### config.mk
export PLATFORM = sky130hd
export DESIGN_NAME = pm_event_ctrl
export DESIGN_NICKNAME = d
export VERILOG_FILES = /design/src/rtl/pm_pkg.sv /design/src/rtl/pm_timer.sv /design/src/rtl/pm_sleep.sv /design/src/rtl/pm_regs.sv /design/src/rtl/pm_event_ctrl.sv
export SDC_FILE = /design/constraint.sdc
export NUM_CORES = 1
export LEC_CHECK = 0
export ABC_AREA = 1
export CAP_MARGIN = 0
export CORE_AREA = 8 8 108 110
export CTS_CLUSTER_DIAMETER = 150
export DETAILED_ROUTE_END_ITERATION = 8
export DIE_AREA = 0 0 116 118
export MAX_ROUTING_LAYER = met4
export PLACE_DENSITY = 0.82
export SLEW_MARGIN = 25
export SYNTH_ARGS = -nofsm -noshare
export SYNTH_HDL_FRONTEND = slang
export SYNTH_SLANG_ARGS = --single-unit
### constraint.sdc
create_clock -name clk_i -period 1.8 [get_ports clk_i]
set_input_delay 0.45 -clock clk_i [delete_from_list [all_inputs] [get_ports clk_i]]
set_output_delay 0.45 -clock clk_i [all_outputs]
set_load 0.01 [all_outputs]
### src/rtl/pm_pkg.sv
package pm_pkg;
  localparam logic [5:0] OFF_STS = 6'h00;
  localparam logic [5:0] OFF_EN  = 6'h02;
  localparam logic [5:0] OFF_CTL = 6'h04;
  localparam logic [5:0] OFF_TMR = 6'h08;

  localparam int B_TMR  = 0;
  localparam int B_GBL  = 5;
  localparam int B_PWR  = 8;
  localparam int B_RTC  = 10;
  localparam int B_TRIG = 13;
  localparam int B_WAKE = 15;
  localparam int B_TYP  = 10;

  localparam logic [15:0] SCI_MASK = 16'h0521;
  localparam logic [7:0]  CMD_ON   = 8'hF1;
  localparam logic [7:0]  CMD_OFF  = 8'hF0;

  typedef enum logic [2:0] {
    SLP_OFF = 3'd0,
    SLP_RAM = 3'd1
  } slp_typ_e;
endpackage

### src/rtl/pm_timer.sv
module pm_timer #(
  parameter int TMR_W = 24
) (
  input  logic             clk_i,
  input  logic             rst_ni,
  input  logic             tick_i,
  input  logic             rearm_i,
  output logic [TMR_W-1:0] cnt_o,
  output logic             ovf_o
);
  localparam int          EW   = TMR_W + 1;
  localparam logic [EW-1:0] HALF = EW'(1) << (TMR_W - 1);
  localparam logic [EW-1:0] LOWM = HALF - EW'(1);
  localparam logic [EW-1:0] BND0 = {1'b0, {TMR_W{1'b1}}};

  logic [EW-1:0] ext_q, bnd_q, diff;

  always_ff @(posedge clk_i or negedge rst_ni) begin
    if (!rst_ni) begin
      ext_q <= '0;
      bnd_q <= BND0;
    end else begin
      if (tick_i) ext_q <= ext_q + EW'(1);
      if (rearm_i) bnd_q <= (ext_q + HALF) & ~LOWM;
    end
  end

  // modular distance: sign bit clear means boundary reached
  assign diff  = ext_q - bnd_q;
  assign ovf_o = ~diff[EW-1];
  assign cnt_o = ext_q[TMR_W-1:0];

  assert_tmr_step_R1: assert property (@(posedge clk_i) disable iff (!rst_ni)
    tick_i |=> cnt_o == $past(cnt_o) + TMR_W'(1));
  assert_tmr_hold_R1: assert property (@(posedge clk_i) disable iff (!rst_ni)
    !tick_i |=> $stable(cnt_o));
endmodule

### src/rtl/pm_sleep.sv
module pm_sleep
  import pm_pkg::*;
(
  input  logic       clk_i,
  input  logic       rst_ni,
  input  logic       wr_ctl_i,
  input  logic       trig_i,
  input  logic [2:0] typ_i,
  output logic       wake_set_o,
  output logic       poweroff_o,
  output logic       reset_req_o
);
  logic go;
  assign go         = wr_ctl_i & trig_i;
  assign wake_set_o = go & (typ_i == SLP_RAM);

  always_ff @(posedge clk_i or negedge rst_ni) begin
    if (!rst_ni) begin
      poweroff_o  <= 1'b0;
      reset_req_o <= 1'b0;
    end else begin
      poweroff_o  <= go & (typ_i == SLP_OFF);
      reset_req_o <= wake_set_o;
    end
  end

  assert_pulse_excl_R7: assert property (@(posedge clk_i) disable iff (!rst_ni)
    !(poweroff_o && reset_req_o));
  assert_pulse_src_R7: assert property (@(posedge clk_i) disable iff (!rst_ni)
    (poweroff_o || reset_req_o) |-> $past(wr_ctl_i && trig_i));
endmodule

### src/rtl/pm_regs.sv
module pm_regs
  import pm_pkg::*;
(
  input  logic        clk_i,
  input  logic        rst_ni,
  input  logic        wr_sts_i,
  input  logic        wr_en_i,
  input  logic        wr_ctl_i,
  input  logic [15:0] wdata_i,
  input  logic [2:0]  evt_i,      // {rtc, pwrbtn, gbl}
  input  logic        ovf_i,
  input  logic        wake_set_i,
  input  logic        cmd_we_i,
  input  logic [7:0]  cmd_i,
  input  logic        smi_en_i,
  output logic [15:0] sts_o,
  output logic [15:0] en_o,
  output logic [15:0] ctl_o,
  output logic        rearm_o,
  output logic        sci_o,
  output logic        smi_o
);
  logic [15:0] sts_q, en_q, ctl_q, sts_d, ctl_d;
  logic        clr_tmr;

  assign clr_tmr = wr_sts_i & wdata_i[B_TMR];
  assign rearm_o = clr_tmr & sts_q[B_TMR];

  always_comb begin
    sts_d = sts_q;
    if (wr_sts_i) sts_d = sts_d & ~wdata_i;
    if (evt_i[2]) sts_d[B_RTC] = 1'b1;
    if (evt_i[1]) sts_d[B_PWR] = 1'b1;
    if (evt_i[0]) sts_d[B_GBL] = 1'b1;
    if (wake_set_i) begin
      sts_d[B_WAKE] = 1'b1;
      sts_d[B_PWR]  = 1'b1;
    end
    if (ovf_i && !clr_tmr) sts_d[B_TMR] = 1'b1;
  end

  always_comb begin
    ctl_d = ctl_q;
    if (wr_ctl_i) begin
      ctl_d = wdata_i;
      ctl_d[B_TRIG] = 1'b0;
    end
    if (cmd_we_i) begin
      if (cmd_i == CMD_ON)       ctl_d[0] = 1'b1;
      else if (cmd_i == CMD_OFF) ctl_d[0] = 1'b0;
    end
  end

  always_ff @(posedge clk_i or negedge rst_ni) begin
    if (!rst_ni) begin
      sts_q <= '0;
      en_q  <= '0;
      ctl_q <= '0;
      sci_o <= 1'b0;
      smi_o <= 1'b0;
    end else begin
      sts_q <= sts_d;
      ctl_q <= ctl_d;
      if (wr_en_i) en_q <= wdata_i;
      sci_o <= |(sts_q & en_q & SCI_MASK);
      smi_o <= cmd_we_i & smi_en_i;
    end
  end

  assign sts_o = sts_q;
  assign en_o  = en_q;
  assign ctl_o = ctl_q;

  assert_ovf_clear_R5: assert property (@(posedge clk_i) disable iff (!rst_ni)
    rearm_o |=> !sts_q[B_TMR]);
  assert_sci_src_R6: assert property (@(posedge clk_i) disable iff (!rst_ni)
    sci_o |-> ($past(en_q) & SCI_MASK) != 16'h0);
  assert_trig_not_stored_R7: assert property (@(posedge clk_i) disable iff (!rst_ni)
    wr_ctl_i |=> !ctl_q[B_TRIG]);
  assert_smi_gate_R8: assert property (@(posedge clk_i) disable iff (!rst_ni)
    smi_o |-> $past(cmd_we_i && smi_en_i));
endmodule

### src/rtl/pm_event_ctrl.sv
module pm_event_ctrl
  import pm_pkg::*;
#(
  parameter int TMR_W = 24
) (
  input  logic        clk_i,
  input  logic        rst_ni,
  input  logic        tick_i,
  input  logic        io_en_i,
  input  logic        smi_en_i,
  input  logic        hit_i,
  input  logic        we_i,
  input  logic [5:0]  off_i,
  input  logic [15:0] wdata_i,
  output logic [31:0] rdata_o,
  input  logic        rtc_evt_i,
  input  logic        pwrbtn_evt_i,
  input  logic        gbl_evt_i,
  input  logic        cmd_we_i,
  input  logic [7:0]  cmd_i,
  output logic        sci_o,
  output logic        smi_o,
  output logic        poweroff_o,
  output logic        reset_req_o
);
  logic             wr, wr_sts, wr_en, wr_ctl, rearm, ovf, wake_set;
  logic [TMR_W-1:0] cnt;
  logic [15:0]      sts, en, ctl;

  assign wr     = hit_i & we_i & io_en_i;
  assign wr_sts = wr & (off_i == OFF_STS);
  assign wr_en  = wr & (off_i == OFF_EN);
  assign wr_ctl = wr & (off_i == OFF_CTL);

  pm_timer #(.TMR_W(TMR_W)) u_tmr (
    .clk_i  (clk_i),
    .rst_ni (rst_ni),
    .tick_i (tick_i),
    .rearm_i(rearm),
    .cnt_o  (cnt),
    .ovf_o  (ovf)
  );

  pm_sleep u_slp (
    .clk_i      (clk_i),
    .rst_ni     (rst_ni),
    .wr_ctl_i   (wr_ctl),
    .trig_i     (wdata_i[B_TRIG]),
    .typ_i      (wdata_i[B_TYP+2:B_TYP]),
    .wake_set_o (wake_set),
    .poweroff_o (poweroff_o),
    .reset_req_o(reset_req_o)
  );

  pm_regs u_regs (
    .clk_i     (clk_i),
    .rst_ni    (rst_ni),
    .wr_sts_i  (wr_sts),
    .wr_en_i   (wr_en),
    .wr_ctl_i  (wr_ctl),
    .wdata_i   (wdata_i),
    .evt_i     ({rtc_evt_i, pwrbtn_evt_i, gbl_evt_i}),
    .ovf_i     (ovf),
    .wake_set_i(wake_set),
    .cmd_we_i  (cmd_we_i),
    .cmd_i     (cmd_i),
    .smi_en_i  (smi_en_i),
    .sts_o     (sts),
    .en_o      (en),
    .ctl_o     (ctl),
    .rearm_o   (rearm),
    .sci_o     (sci_o),
    .smi_o     (smi_o)
  );

  always_comb begin
    rdata_o = '1;
    if (hit_i && io_en_i) begin
      case (off_i)
        OFF_STS: rdata_o = {16'h0, sts};
        OFF_EN:  rdata_o = {16'h0, en};
        OFF_CTL: rdata_o = {16'h0, ctl};
        OFF_TMR: rdata_o = 32'(cnt);
        6'h0C, 6'h18, 6'h1C, 6'h30, 6'h31, 6'h32: rdata_o = '0;
        default: rdata_o = '1;
      endcase
    end
  end

  assert_io_block_R3: assert property (@(posedge clk_i) disable iff (!rst_ni)
    !io_en_i |=> $stable(en));
  assert_io_read_R3: assert property (@(posedge clk_i) disable iff (!rst_ni)
    !io_en_i |-> rdata_o == 32'hFFFF_FFFF);
endmodule

# After elaboration in Yosys (flattened, before gate mapping)
# Index checks and enable logic that the tools add are counted.
# classes
n_addsub	3
eq_ne	12
n_mux	13
n_bitwise	15
reduce_logical	12
# ops
cell	n
$pmux W32 S5	1
$mux W32	1
$add A25 B1 Y25 const B	1
$add A25 B24 Y25 const B	1
$sub A25 B25 Y25	1
$eq A6 B6 Y1 const B	3
$and A16 B16 Y16	1
$eq A8 B8 Y1 const B	2
$mux W16	1
$not A16 Y16	1
$eq A6 B4 Y1 const B	2
$eq A6 B5 Y1 const B	2
$and A1 B1 Y1	11
$and A11 B11 Y11	1
$mux W1	10
$reduce_bool A2 Y1	4
$eq A6 B2 Y1 const B	1
$eq A6 B3 Y1 const B	1
$logic_not A6 Y1	1
$reduce_or A6 Y1	1
$reduce_or A4 Y1	1
$eq A3 B1 Y1 const B	1
$logic_not A3 Y1	1
$reduce_bool A3 Y1	1
3 further kinds	4
# totals
ff_bits	101
inputBits	41
out_inout_bits	36
word_cells	70

# Longest topological paths before layout
# Gate-level depths: netlist of the first run.
# logic_depth
depth_word	7
depth_mapped	13
depth_no_buf	13

# Cells and area by module
# From an unflattened synthesis of the first run, not the netlist that was laid out.
# unflattened
cells_unflattened	614
hier_area_um2	5220.0
# by_module_without_submodules
module	n_inst	cells_each	area_each_um2	seq_area_each_um2
pm_timer	1	263	2172.1	703.2
pm_regs	1	139	1936.9	1226.2
pm_event_ctrl	1	202	1024.7	0.0
pm_sleep	1	10	86.3	50.0

# Worst setup path after synthesis of the first run
# No wires, ideal clock.
# synth_timing
kind	input -> output
start	input off_i[5]
end	output rdata_o[25]
arrival_time_ns	1.518
required_time_ns	1.350
slack_ns	-0.168
path_stages	8
path_buffers	2
cell_sequence	nor2_4 nand4_2 inv_2 nor3_2 nor2_4 buf_2 inv_1 buf_4
# synth_via
elab_chain_cells	4
# synth_lines
item	line_no	text
start: declaration	pm_event_ctrl.sv:13	input logic [5:0] off_i,
$eq A6 B4 Y1 (tied with other cells)	pm_event_ctrl.sv:79	case (off_i)
$reduce_or A6 Y1	pm_event_ctrl.sv:79	
$pmux W32 S5 *	pm_event_ctrl.sv:79	
$mux W32 *	pm_event_ctrl.sv:78	if (hit_i && io_en_i) begin
end: declaration	pm_event_ctrl.sv:15	output logic [31:0] rdata_o,
# Every way passes the cells marked *; elsewhere a longest branch is shown, timed or not.

# Final worst setup path of the first run
# layout_timing
start	input off_i[3]
end	output rdata_o[0]
# Same word-level chain as after synthesis.

==> metrics.yaml, run 1 <==
postRouteAntennaNets: 0
rsz0062_at_grt: "true"
layout-drive-gt1-share_pct: 31.07
cpMaxStageDelayCell: "buf_12"
first_pass_iters: 5
fillCellCount: 790
initial_utilization_pct: 45.22
p_leak_nw: 2.993
run_status: "finished with violations"
setup_viol: 33
synthCells: 525
syn2layout_area_growth_pct: 45.49
antenna_found_initial: 0
ys_seq_area_share_pct: 43.77
vias_per_cell: 5.347
grt_pass1_wl_um: 23820
cts_tree: "yes"
globalplace.congestion: 0.8914
setup_slack_ns: -0.3619
drtIter0Drc: 187
overflow: 0
arrival_ns: 1.71
crit_path_max_fanout: 17
syn_area_per_cell_um2: 8.613
via_count: 4272
port_buffers: 76
hold_path.class: "in -> async"
holdWs_ns: 0.05366
post-route-min-period_ns: 2.162
worst_clock_skew_ns: 0.01362
slew_viol_final: 0
fin_setup_tns_ns: -10.85
core_um2: 10000
finalCritPeriodShare_pct: 120.1
critical_path_required_ns: 1.35
multi_input_area_um2: 2529
clkLatencyLatePin_ns: 0.36
htreeDepth: 3
grt_usage_pct: 22.56
grt_pass1_vias: 4657
syn_nets: 590
pin_count: 77
worstSetupPathType: "in -> out"
fp.dieW_um: 116
clockRootBuffer: "clkbuf_8"
synth_cell_type_count: 38
drc_errors: 0
dp_slack_ns: -1.601
relSlewSlack_pct: 65.69
cp-start-kind: "input pin"
gr-usage-met3_pct: 3.592
path_cells: "buf_6, inv_2, buf_4, nor2_1, nand3_1, buf_12, o22ai_2, a21oi_2, o211ai_1, buf_2"
grtUsageMet1_pct: 25.50
cp-end-kind: "output port"
maxCapViolations: 0
synthesis.area_um2: 4522
finalHoldViolations: 0
drt-total-wl_um: 14620
dieArea_um2: 13690
ys_ff_latch: 79
clock_path_buffers: 2
final_nets: 723
wire_per_inst_um: 18.30
layout_common_cells: "104 x nand2_1, 78 x inv_1, 77 x dfrtp_1"
clkTransAtPathRegs_ns: 0.09
ir_drop_mv: 0.4214
ys_warn_count: 0
layout_commonest_cell: "nand2_1"
cts.sinks: 79
grt_start_max_net_pins: 36
cpPeakStageDelay_ns: 0.21
met2_usage_pct: 38.14
violations: "negative setup slack"
register_area_um2: 1979
busiest_layer: "met2"
row_count: 37
antenna_cells: 0
fmax_ghz: 0.4626
fin_util_pct: 65.79
dpl_cell_area_um2: 5981
die_y_um: 118
tightestPinTransition_ns: 0.5147
pwr_density_cell_nw_per_um2: 693.0
hpwl_um: 10100
fin_area_um2: 6579
cts_buffers: 9
[metrics by stage]
stage          cells  total power, mW
5_1_grt          799            4.765
3_5_place_dp     772            3.063
3_3_place_gp     772            2.990
6_report         799            4.559
2_1_floorplan    525            2.537
4_1_cts          800            4.486
[registers in the layout, indices dropped and copies added (netlist names)]
register and cells:
u_regs.smi_o 1, u_slp.poweroff_o 1, u_regs.sts_o 16, u_regs.en_o 16, u_tmr.ext_q 25, u_regs.sci_o 1
u_slp.reset_req_o 1, u_tmr.bnd_q 3, u_regs.ctl_o 15
[logic make-up after synthesis]
kind of cell | synth area share, %
AND/OR/NAND/NOR | 20.64
buffers and inverters | 9.740
AO/OA/AOI/OAI | 14.17
flip-flops | 43.77
XOR/XNOR | 5.036
adder cells (fa/ha/maj) | 6.641
[cell usage after synthesis (all sizes together)]
| cell type | n | area share, % |
|---|---|---|
| nand2 | 114 | 9.7 |
| inv | 83 | 6.9 |
| dfrtp | 77 | 43 |
| o21ai | 47 | 5.2 |
| nor2 | 27 | 3.5 |
| ha | 24 | 6.6 |
| xor2 | 24 | 4.6 |
| nor3 | 18 | 2.8 |
| buf | 15 | 2.2 |
| o2111ai | 14 | 2.7 |
| a22oi | 13 | 2.2 |
| a21oi | 11 | 1.2 |
| nand3 | 11 | 1.5 |
| nand4 | 11 | 1.8 |
| o21a | 10 | 1.7 |
| clkbuf | 6 | 0.50 |
| nor4 | 4 | 0.55 |
| o22ai | 3 | 0.42 |
| a21o | 2 | 0.33 |
| dfstp | 2 | 1.2 |
| nand3b | 2 | 0.61 |
| o211ai | 2 | 0.33 |
| xnor2 | 2 | 0.39 |
| a31oi | 1 | 0.14 |
| clkinv | 1 | 0.11 |
| nor4b | 1 | 0.19 |
[path summary, 6_finish.rpt]
check,startpoint,endpoint,slack [ns],depth (start not counted)
worst min register to register,u_regs.en_o[11]$_DFFE_PN0P_,u_regs.en_o[11]$_DFFE_PN0P_,0.49,2
worst min-delay path,rst_ni,u_tmr.ext_q[22]$_DFFE_PN0P_,0.05,1
max in group asynchronous,rst_ni,u_regs.sts_o[9]$_DFFE_PN0P_,1.20,2
worst max register to register,u_tmr.bnd_q[22]$_DFFE_PN1P_,u_regs.sts_o[0]$_DFFE_PN0P_,-0.13,11
min in group clk_i,tick_i,u_tmr.ext_q[1]$_DFFE_PN0P_,0.46,2
worst max-delay path,off_i[3],rdata_o[0],-0.36,10
[worst max-delay path: cells and delay by family]
kind | cells | cell delay [ns]
AND/OR/NAND/NOR | 2 | 0.14
AO/OA/AOI/OAI | 3 | 0.45
buffers and inverters | 5 | 0.66
[per-layer routing]
| layer | vias to the layer above | wire [um] |
|---|---|---|
| met2 | 145 | 7813 |
| met1 | 2096 | 5743 |
| met5 | - | 0 |
| met4 | 0 | 473 |
| met3 | 34 | 591 |
| li1 | 1997 | - |
[power breakdown]
group          total, mW  switching [mW]  internal [mW]
Clock               1.38           0.727          0.658
Sequential          1.97          0.0718           1.90
Combinational       1.21           0.694          0.512
[timing repair]
| action | 4_1_cts | 5_1_grt |
|---|---|---|
| setup endpoints to repair | 66 | 37 |
| hold buffers | 0 | 0 |
| gates resized for setup | 203 | 35 |
| pin swaps | 16 | 14 |
| cloned | 3 | 0 |
| setup buffers | 9 | 0 |
[area by class of cell]
type | instances | area share [%]
clock buffer | 9 | 1.883
clock inverter | 7 | 1.217
inverter | 84 | 5.002
multi-input combinational | 342 | 38.44
sequential | 79 | 30.09
tap | 136 | 2.587
timing repair buffer | 142 | 20.79
(Power assumes the default switching activity.)
==> run 2: changes to the inputs <==
--- a/config.mk
+++ b/config.mk
@@ -7,10 +7,12 @@
 export LEC_CHECK = 0
 export ABC_AREA = 1
 export CAP_MARGIN = 0
-export CORE_AREA = 8 8 108 110
+export CORE_AREA = 2 2 102 104
+export CTS_BUF_LIST = sky130_fd_sc_hd__clkbuf_8
 export CTS_CLUSTER_DIAMETER = 150
 export DETAILED_ROUTE_END_ITERATION = 8
-export DIE_AREA = 0 0 116 118
+export DIE_AREA = 0 0 104 106
+export GPL_ROUTABILITY_DRIVEN = 1
 export MAX_ROUTING_LAYER = met4
 export PLACE_DENSITY = 0.82
 export SLEW_MARGIN = 25
==> run 2 against run 1 <==
The flow still finishes with violations (negative setup slack). Register-to-register slack worse by 0.09 ns. Cell area up 0.86%. Worst setup slack worse by 0.040 ns. Total power up 1.6%. Hold slack worse by 0.043 ns. Sequential power about the same. Critical path depth down 1. Clock skew down 0.0065 ns. Critical endpoint unchanged. Largest power group unchanged.
==> metrics.yaml, run 2 (synthesized netlist as in run 1, its figures left out) <==
run_status: "finished with violations"
violations: "negative setup slack"
cts_buffers: 9  # unchanged
hpwl_um: 9593  # -5.0%
power_switching_mw: 1.424  # -4.6%
pwr_density_cell_nw_per_um2: 698.3  # +0.76%
relSlewSlack_pct: 59.88  # -5.8 points
power_frac_seq_pct: 42.8  # -0.4 points
layout_common_cells: "104 x nand2_1, 78 x inv_1, 77 x dfrtp_1"
fmax_ghz: 0.4541  # -1.8%
overflow: 0  # unchanged
antenna_cells: 0  # unchanged
post-route-min-period_ns: 2.202  # +0.04016 ns
core_um2: 10000  # unchanged
cpPeakStageDelay_ns: 0.21  # about the same
htreeDepth: 3  # unchanged
routed-wl-met3_um: 580  # -1.9%
clkLatencyLatePin_ns: 0.35  # about the same
path_delay_family: "buffers and inverters"
cts.sinks: 79  # unchanged
grt_pass1_wl_um: 22630  # -5.0%
critical_path_required_ns: 1.35  # about the same
hold_path.class: "in -> async"
p_leak_nw: 3.006  # +0.44%
largest_reg_flops: 25  # unchanged
ir_drop_mv: 0.4835  # +15%
finalCritPeriodShare_pct: 122.3  # +2.2 points
via_count: 4320  # +1.1%
slew_viol_final: 0  # unchanged
maxCapViolations: 0  # unchanged
tightestPinTransition_ns: 0.5934  # +0.07870 ns
cpMaxStageDelayCell: "o22ai_1"
cp_num_buf_inv: 4  # -1
drt-total-wl_um: 14020  # -4.1%
finalHoldViolations: 0  # unchanged
fp.dieW_um: 104  # -10%
clock_path_buffers: 2  # unchanged
worst_clock_skew_ns: 0.007152  # -0.006468 ns
initial_utilization_pct: 45.22  # unchanged
layout-drive-gt1-share_pct: 31.01  # -0.057 points
clockRootBuffer: "clkbuf_8"
postRouteAntennaNets: 0  # unchanged
combPwrFrac_pct: 25.0  # -1.5 points
pin_count: 77  # unchanged
path_cells: "buf_6, nor2_4, buf_4, nand3_1, buf_12, o22ai_1, a21oi_2, o211ai_1, buf_2"
crit_path_max_fanout: 17  # unchanged
clkTransAtPathRegs_ns: 0.08  # about the same
setup_viol: 33  # unchanged
grt_usage_pct: 26.64  # +4.1 points
worstSetupPathType: "in -> out"
arrival_ns: 1.75  # +0.04 ns
wire_per_inst_um: 17.59  # -3.9%
cp.depth: 9  # -1
cp-end-kind: "output port"
top_register: "u_tmr.ext_q"
final_nets: 722  # -0.14%
cp-start-kind: "input pin"
vias_per_cell: 5.420  # +1.4%
p_int_mw: 3.209  # +4.7%
layout_commonest_cell: "nand2_1"
fin_setup_tns_ns: -11.11  # -0.2526 ns
grt_pass1_vias: 4521  # -2.9%
dieArea_um2: 11020  # -19%
antenna_found_initial: 0  # unchanged
highest_layer: "met4"
die_y_um: 106  # -10%
dr_wl_met2_um: 7375  # -5.6%
swShare_pct: 30.74  # -2.0 points
drc_errors: 0  # unchanged
port_buffers: 76  # unchanged
rsz0062_at_grt: "true"
globalplace.congestion: 0.8983  # +0.77%
clkPwrFrac_pct: 32.3  # +1.9 points
drtIter0Drc: 321  # +72%
drt-met1-wl_um: 5766  # +0.40%
first_pass_iters: 5  # unchanged
r2r_cells: 12  # +1
cts_tree: "yes"
setup_slack_ns: -0.4020  # -0.04016 ns
row_count: 37  # unchanged
grt_start_max_net_pins: 30  # -17%
fin_util_pct: 66.35  # +0.56 points
syn2layout_area_growth_pct: 46.73
[run 2: cell type report]
cell class	instances	area [um^2]
multi-input combinational	341	2552
clock inverter	5	82.58
inverter	84	329.1
clock buffer	10	137.6
fill	770	3364
sequential	79	1979
timing repair buffer	142	1384
tap	136	170.2
[run 2: path summary, 6_finish.rpt]
check / startpoint / end / slack (ns)
worst max-delay path: off_i[4] / rdata_o[0] / -0.40
worst max register to register: u_tmr.bnd_q[22]$_DFFE_PN1P_ / u_regs.sts_o[0]$_DFFE_PN0P_ / -0.22
worst min register to register: u_regs.en_o[11]$_DFFE_PN0P_ / u_regs.en_o[11]$_DFFE_PN0P_ / 0.49
min in group clk_i: u_regs.en_o[11]$_DFFE_PN0P_ / u_regs.en_o[11]$_DFFE_PN0P_ / 0.49
max in group asynchronous: rst_ni / u_tmr.ext_q[8]$_DFFE_PN0P_ / 1.31
worst min-delay path: rst_ni / u_tmr.ext_q[16]$_DFFE_PN0P_ / 0.01
[run 2: what timing repair did]
item,in CTS,in global routing
setup endpoints to repair,37,41
cloned,3,0
hold endpoints to repair,0,0
resized for setup,209,34
pin swaps,14,18
hold buffers,0,0
setup buffers,9,2
[run 2: through the flow]
stage | std cells | power [mW] | setup slack, ns | cell area, um^2 | hold WS, ns
3_3_place_gp | 771 | 2.988 | -1.043 | 5998 | 0.3890
6_report | 797 | 4.633 | -0.4020 | 6635 | 0.01086
4_1_cts | 798 | 4.541 | -0.3256 | 6489 | 0.01524
3_5_place_dp | 771 | 3.046 | -1.154 | 5998 | 0.3931
5_1_grt | 797 | 4.837 | -0.4489 | 6635 | 0.02687
2_1_floorplan | 525 | 2.537 | -0.1432 | 4708 | 0.1544
[run 2: worst register-to-register path, cell delays in order (launching register included)]
cell and delay, ns:
dfstp_2 0.56, inv_4 0.06, buf_6 0.14, ha_4 0.26
nand4_1 0.16, nor2_4 0.15, nand2_2 0.08, nor2_2 0.12
nand2_2 0.06, nand3_2 0.07, nand2_1 0.06, nor2_1 0.12
nor2_1 0.06
[run 2: power by group through the flow]
stage	registers, mW	clock network, mW	logic, mW
2_1_floorplan	2.05	0	0.487
3_3_place_gp	2.00	0	0.985
3_5_place_dp	2.01	0	1.03
4_1_cts	1.98	1.49	1.07
5_1_grt	2.00	1.58	1.26
6_report	1.98	1.49	1.16
[run 2: per-layer routing]
metal,track usage [%],up-vias
met5,-,-
met4,9.942,0
met3,2.820,29
met2,45.91,152
met1,32.64,2133
li1,-,2006
